### src/rtl/gpio_ovr_pkg.sv
package gpio_ovr_pkg;
   localparam int BUS_DW = 8;

   typedef enum logic [1:0] {
      SEL_NONE,
      SEL_RSV,
      SEL_DATA,
      SEL_DIR
   } reg_sel_e;
endpackage

### src/rtl/gpio_ovr_sync.sv
module gpio_ovr_sync #(
   parameter int W      = 6,
   parameter int STAGES = 2
) (
   input  logic         clk,
   input  logic         rst_n,
   input  logic [W-1:0] d,
   output logic [W-1:0] q
);
   if (STAGES < 0) begin : g_bad_stages
      $error("gpio_ovr_sync: STAGES must be non-negative");
   end

   if (STAGES == 0) begin : g_bypass
      assign q = d;
   end else begin : g_chain
      logic [STAGES-1:0][W-1:0] st;
      always_ff @(posedge clk or negedge rst_n) begin
         if (!rst_n) begin
            st <= '0;
         end else begin
            st[0] <= d;
            for (int k = 1; k < STAGES; k++) st[k] <= st[k-1];
         end
      end
      assign q = st[STAGES-1];
   end
endmodule

### src/rtl/gpio_ovr_regs.sv
module gpio_ovr_regs
   import gpio_ovr_pkg::*;
#(
   parameter int NPIN     = 6,
   parameter int AW       = 4,
   parameter int RSV_OFS  = 0,
   parameter int DATA_OFS = 1,
   parameter int DIR_OFS  = 3
) (
   input  logic              clk,
   input  logic              rst_n,
   input  logic              bus_wr,
   input  logic [AW-1:0]     bus_addr,
   input  logic [BUS_DW-1:0] bus_wdata,
   output logic [BUS_DW-1:0] bus_rdata,
   input  logic [NPIN-1:0]   pin_sync,
   output logic [NPIN-1:0]   data_q,
   output logic [NPIN-1:0]   dir_q
);
   reg_sel_e        sel;
   logic [NPIN-1:0] rd_view;

   always_comb begin
      if (bus_addr == AW'(DATA_OFS))      sel = SEL_DATA;
      else if (bus_addr == AW'(DIR_OFS))  sel = SEL_DIR;
      else if (bus_addr == AW'(RSV_OFS))  sel = SEL_RSV;
      else                                sel = SEL_NONE;
   end

   always_ff @(posedge clk or negedge rst_n) begin
      if (!rst_n) begin
         data_q <= '0;
         dir_q  <= '0;
      end else if (bus_wr) begin
         if (sel == SEL_DATA) data_q <= bus_wdata[NPIN-1:0];
         if (sel == SEL_DIR)  dir_q  <= bus_wdata[NPIN-1:0];
      end
   end

   assign rd_view = (dir_q & data_q) | (~dir_q & pin_sync);

   always_comb begin
      bus_rdata = '0;
      case (sel)
         SEL_DATA: bus_rdata[NPIN-1:0] = rd_view;
         SEL_DIR:  bus_rdata[NPIN-1:0] = dir_q;
         default:  bus_rdata = '0;
      endcase
   end
endmodule

### src/rtl/gpio_ovr_mux.sv
module gpio_ovr_mux #(
   parameter int NPIN       = 6,
   parameter int SPI_LO     = 2,
   parameter int SPI_N      = 4,
   parameter int CAN_TX_BIT = 1,
   parameter int CAN_RX_BIT = 0
) (
   input  logic [NPIN-1:0]  data_q,
   input  logic [NPIN-1:0]  dir_q,
   input  logic             spi_en,
   input  logic [SPI_N-1:0] spi_do,
   input  logic [SPI_N-1:0] spi_oe,
   input  logic             can_en,
   input  logic             can_tx,
   output logic [NPIN-1:0]  pin_out,
   output logic [NPIN-1:0]  pin_oe
);
   for (genvar i = 0; i < NPIN; i++) begin : g_pin
      if (i >= SPI_LO && i < SPI_LO + SPI_N) begin : g_spi
         localparam int K = i - SPI_LO;
         assign pin_out[i] = spi_en ? spi_do[K] : data_q[i];
         assign pin_oe[i]  = spi_en ? spi_oe[K] : dir_q[i];
      end else if (i == CAN_TX_BIT) begin : g_tx
         assign pin_out[i] = can_en ? can_tx : data_q[i];
         assign pin_oe[i]  = can_en | dir_q[i];
      end else if (i == CAN_RX_BIT) begin : g_rx
         assign pin_out[i] = data_q[i];
         assign pin_oe[i]  = ~can_en & dir_q[i];
      end else begin : g_plain
         assign pin_out[i] = data_q[i];
         assign pin_oe[i]  = dir_q[i];
      end
   end
endmodule

### src/rtl/gpio_ovr_port.sv
module gpio_ovr_port
   import gpio_ovr_pkg::*;
#(
   parameter int NPIN        = 6,
   parameter int AW          = 4,
   parameter int RSV_OFS     = 0,
   parameter int DATA_OFS    = 1,
   parameter int DIR_OFS     = 3,
   parameter int SPI_LO      = 2,
   parameter int SPI_N       = 4,
   parameter int CAN_TX_BIT  = 1,
   parameter int CAN_RX_BIT  = 0,
   parameter int SYNC_STAGES = 2
) (
   input  logic              clk,
   input  logic              rst_n,
   input  logic              bus_wr,
   input  logic [AW-1:0]     bus_addr,
   input  logic [BUS_DW-1:0] bus_wdata,
   output logic [BUS_DW-1:0] bus_rdata,
   input  logic [NPIN-1:0]   pin_in,
   output logic [NPIN-1:0]   pin_out,
   output logic [NPIN-1:0]   pin_oe,
   input  logic              spi_en,
   input  logic [SPI_N-1:0]  spi_do,
   input  logic [SPI_N-1:0]  spi_oe,
   output logic [SPI_N-1:0]  spi_di,
   input  logic              can_en,
   input  logic              can_tx,
   output logic              can_rx
);
   if (NPIN > BUS_DW) begin : g_bad_npin
      $error("gpio_ovr_port: NPIN exceeds bus width");
   end
   if (SPI_LO + SPI_N > NPIN) begin : g_bad_spi
      $error("gpio_ovr_port: SPI pins fall outside the port");
   end
   if (CAN_TX_BIT == CAN_RX_BIT || CAN_TX_BIT >= NPIN || CAN_RX_BIT >= NPIN) begin : g_bad_can
      $error("gpio_ovr_port: CAN pin positions invalid");
   end
   if (RSV_OFS == DATA_OFS || DIR_OFS == DATA_OFS || DIR_OFS == RSV_OFS) begin : g_bad_ofs
      $error("gpio_ovr_port: register offsets collide");
   end

   logic [NPIN-1:0] pin_sync;
   logic [NPIN-1:0] data_q;
   logic [NPIN-1:0] dir_q;

   gpio_ovr_sync #(.W(NPIN), .STAGES(SYNC_STAGES)) sync_i (
      .clk(clk), .rst_n(rst_n), .d(pin_in), .q(pin_sync)
   );

   gpio_ovr_regs #(
      .NPIN(NPIN), .AW(AW), .RSV_OFS(RSV_OFS), .DATA_OFS(DATA_OFS), .DIR_OFS(DIR_OFS)
   ) regs_i (
      .clk(clk), .rst_n(rst_n), .bus_wr(bus_wr), .bus_addr(bus_addr),
      .bus_wdata(bus_wdata), .bus_rdata(bus_rdata), .pin_sync(pin_sync),
      .data_q(data_q), .dir_q(dir_q)
   );

   gpio_ovr_mux #(
      .NPIN(NPIN), .SPI_LO(SPI_LO), .SPI_N(SPI_N),
      .CAN_TX_BIT(CAN_TX_BIT), .CAN_RX_BIT(CAN_RX_BIT)
   ) mux_i (
      .data_q(data_q), .dir_q(dir_q), .spi_en(spi_en), .spi_do(spi_do),
      .spi_oe(spi_oe), .can_en(can_en), .can_tx(can_tx),
      .pin_out(pin_out), .pin_oe(pin_oe)
   );

   assign spi_di = pin_sync[SPI_LO +: SPI_N];
   assign can_rx = pin_sync[CAN_RX_BIT];
endmodule

### config.mk
export PLATFORM = sky130hd
export DESIGN_NAME = gpio_ovr_port
export DESIGN_NICKNAME = d
export VERILOG_FILES = /design/src/rtl/gpio_ovr_pkg.sv /design/src/rtl/gpio_ovr_sync.sv /design/src/rtl/gpio_ovr_regs.sv /design/src/rtl/gpio_ovr_mux.sv /design/src/rtl/gpio_ovr_port.sv
export SDC_FILE = /design/constraint.sdc
export NUM_CORES = 1
export LEC_CHECK = 0
export BUFFER_PORTS_ARGS = -buffer_cell sky130_fd_sc_hd__buf_2
export CAP_MARGIN = 5
export CORE_UTILIZATION = 39
export DETAILED_ROUTE_END_ITERATION = 7
export GPL_TIMING_DRIVEN = 0
export PLACE_DENSITY = 0.71
export SYNTH_ARGS = -nofsm -noshare
export SYNTH_HDL_FRONTEND = slang
export SYNTH_SLANG_ARGS = --single-unit
### constraint.sdc
create_clock -name clk -period 1.3 [get_ports clk]
set_clock_uncertainty 0.15 [all_clocks]
set_input_delay 0.39 -clock clk [delete_from_list [all_inputs] [get_ports clk]]
set_output_delay 0.39 -clock clk [all_outputs]
set_load 0.01 [all_outputs]
==> key figures <==
Clocking
  • Root buf cell: clkbuf_4
  • Clock sink total: 24
  • Clk slew on worst S/H paths: between 0.1 and 0.15 ns
  • Num CTS Buffers: 3
  • CTS tree: built
  • CTS H-tree lvls: 1
  • Worst skew pair latency: 0.30 ns
  • Max clock buf depth: 2

Status
  • Failing checks: setup timing
  • Status: finished, violations left

Setup path
  • CP Class: register to primary output
  • Startpoint types: register
  • CP arrival: between 1 and 1.5 ns
  • WP data required: roughly 0.76 ns
  • Setup crit start: regs_i.dir_q[0]
  • Worst reg2reg startpoint: regs_i.data_q[2]
  • Worst Setup EP: bus_rdata[0]
  • Critical path endpoint category: primary output
  • Flop-to-flop setup slack: 0.24 ns
  • Reg2Reg Depth: 2
  • Crit Path Max Fanout: 3
  • Worst r2r dst: regs_i.data_q[2]

Floorplanning
  • Rows: 18
  • Die X: around 54 µm
  • Die area: around 2900 µm²
  • Core ar.: 2520 µm²
  • # IOs: 57
  • Initial core utilization: a little over two fifths
  • Die Height: 54.0 µm

Power and ir drop
  • Net Sw Frac: between 20% and 30%
  • Comb pwr share: around 32%
  • Net switching power: about 0.51 mW
  • Clock Power Share: about a fifth
  • Internal power: between 1 and 1.5 mW
  • VDD IR max: ~0.98 mV
  • Sequential power share: ~49%
  • PwrDens: 1160 nW/µm²
  • Power Total: between 1.5 and 2 mW
  • Leak: 0.837 nW

Route
  • DRT Wirelength: 2.36 mm
  • Drt pass-1 iters: 4
  • Routed vias: roughly 850
  • Initial DRC count: 7
  • Wire length per cell: between 10 and 15 µm
  • Vias/cell: 4.77
  • Remaining antenna violation count: 0
  • # DRC: 0

STA
  • Hold Slack: between 0.03 and 0.04 ns
  • Fmax: about 580 MHz
  • RSZ-0062 raised after global routing: yes
  • Hold Vio Cnt, Final: 0
  • Slew of the pin with the lowest slew margin: roughly 0.5 ns
  • Slew HR: 65.9%
  • Final worst path period share: 132%
  • Min cycle time layout: between 1.5 and 2 ns
  • Setup ws final: -0.412 ns
  • Slew Limit Fails: 0
  • # setup viols final: 23

Layout
  • Ant. Diodes: 0
  • Fill cell count: about 210
  • Final instance area: ~1700 µm²
  • Net count, final: between 150 and 200
  • Syn-to-layout area delta: 57.8%
  • Share of layout cells above drive strength 1: 67.3%

Yosys
  • Area contributors post-synth: dfrtp_1 (57%), mux2_2 (22%), buf_4 (5.0%), a21oi_1 (2.8%), o21ai_0 (2.8%)
  • Ys flop type: dfrtp_1
  • Most frequent cells after synthesis: dfrtp_1 (24), mux2_2 (21), buf_4 (7), nand2_1 (7), nor2_1 (7)
  • Async set or reset register ratio after synthesis: 100%
  • Post-synth cell types: 15
  • Register area share after synthesis: 56.9%
  • Synth area leader: dfrtp_1
  • Synthesis Warnings: 0
  • Most numerous cell in the Yosys netlist: dfrtp_1
  • Cell area after synthesis: 1050 µm²
  • Post-Syn Instances: 86
  • Number of synthesized flops with an enable pin: 0
  • Area fraction of the dominant cell type after synthesis: between 50% and 60%
  • Yosys reg bits: 24
  • Synth Area per Inst: between 10 and 15 µm²

Run
  • Max Cap Violations: 0

GRT
  • Vias in the first global route: between 800 and 900
  • Largest net degree at the start of global routing: 25
  • Grt ovf: 0
  • Initial antenna violation count: 0
  • Total track usage: 18.2%
  • First-pass GRT wire length: approximately 3.6 mm

Placed design
  • GPL Wtd Cong: around 0.7
  • Post-Place Cell Area: between 1000 and 1500 µm²
  • Port bufs: 51
  • Detail Placement HPWL: around 1.7 mm

Min path
  • Worst min path class: input port to register
-- timing repair --
action,CTS,global route
setup buffers,3,2
hold endpoints to repair,24,0
gates resized for setup,21,0
pin swaps,10,2
endpoints found under the setup margin,24,23
hold buffers,1,0
-- cell type report --
cell class	instances	area [µm²]	share of cell area, %
flip-flops and latches	24	601	36.1
plain buffers	9	116	6.99
multi-input cells	53	473	28.4
well taps	30	37.5	2.26
repair buffers	57	400	24.1
clock buffers	4	36.3	2.18
-- cells in the final DEF (no fill, tap or decap), drive strengths merged --
cell,netlist,routed
buf,9,64
or2,1,1
o21ai,6,6
conb,1,2
nor2b,1,1
nand4,1,1
mux2,21,21
a21oi,6,6
dfrtp,24,24
clkbuf,1,5
nor2,7,7
dlygate4sd3,0,1
nand2,7,7
and4b,1,1
-- registers in the layout, summed over array words and instances (netlist names) --
register and flops:
regs_i.data_q 6, regs_i.dir_q 6, sync_i.g_chain.st 6, sync_i.q 6
-- power groups by stage --
stage                     combinational [mW]  sequential (mW)  clock, mW
after floorplan                        0.337            0.927          0
after global placement                 0.472            0.945          0
after detailed placement               0.489            0.953          0
after CTS                              0.603            0.939      0.395
after global routing                   0.676            0.956      0.413
final                                  0.620            0.939      0.372
-- cells by family (layout without fill, tap and decap cells) --
group           Yosys count  count (layout)  synth area share [%]
flops                    24              24                  56.9
mux                      21              21                  22.4
simple gates             18              18                  7.71
compound gates           12              12                  5.69
buf+inv                  10              70                  6.88
other cells               1               2                 0.356
-- layer usage --
metal | track usage, % | wire length (µm)
met1 | 21.2 | 961
met2 | 33.7 | 1260
met3 | 1.69 | 117
met4 | 7.69 | 17
met5 | 0 | 0
-- per-stage QoR --
| stage | util [%] | cells | setup slack [ns] | TNS [ns] |
|---|---|---|---|---|
| after floorplan | - | 87 | -0.0842 | -1.27 |
| after global placement | 58.4 | 168 | -0.358 | -7.01 |
| after detailed placement | 58.4 | 168 | -0.395 | -7.34 |
| after CTS | 65.4 | 175 | -0.426 | -7.60 |
| after global routing | 66.0 | 177 | -0.525 | -8.59 |
| final | 66.0 | 177 | -0.412 | -7.24 |
-- worst min-delay path by stage --
stage | endpoint | cells after the start | startpoint
global route | sync_i.g_chain.st[3] | 1 | pin_in[3]
floorplan | regs_i.data_q[0] | 0 | rst_n
detailed placement | sync_i.q[4] | 0 | sync_i.g_chain.st[4]
CTS | sync_i.g_chain.st[3] | 1 | pin_in[3]
finish | sync_i.g_chain.st[3] | 1 | pin_in[3]
global placement | sync_i.q[3] | 0 | sync_i.g_chain.st[3]
-- critical path, stage by stage (launching register included) --
cell	delay, ns
dfrtp_1	0.41
nor2_1	0.12
nand2_1	0.09
a21oi_2	0.12
buf_2	0.14
No activity file was read; power rests on OpenSTA's default activity.
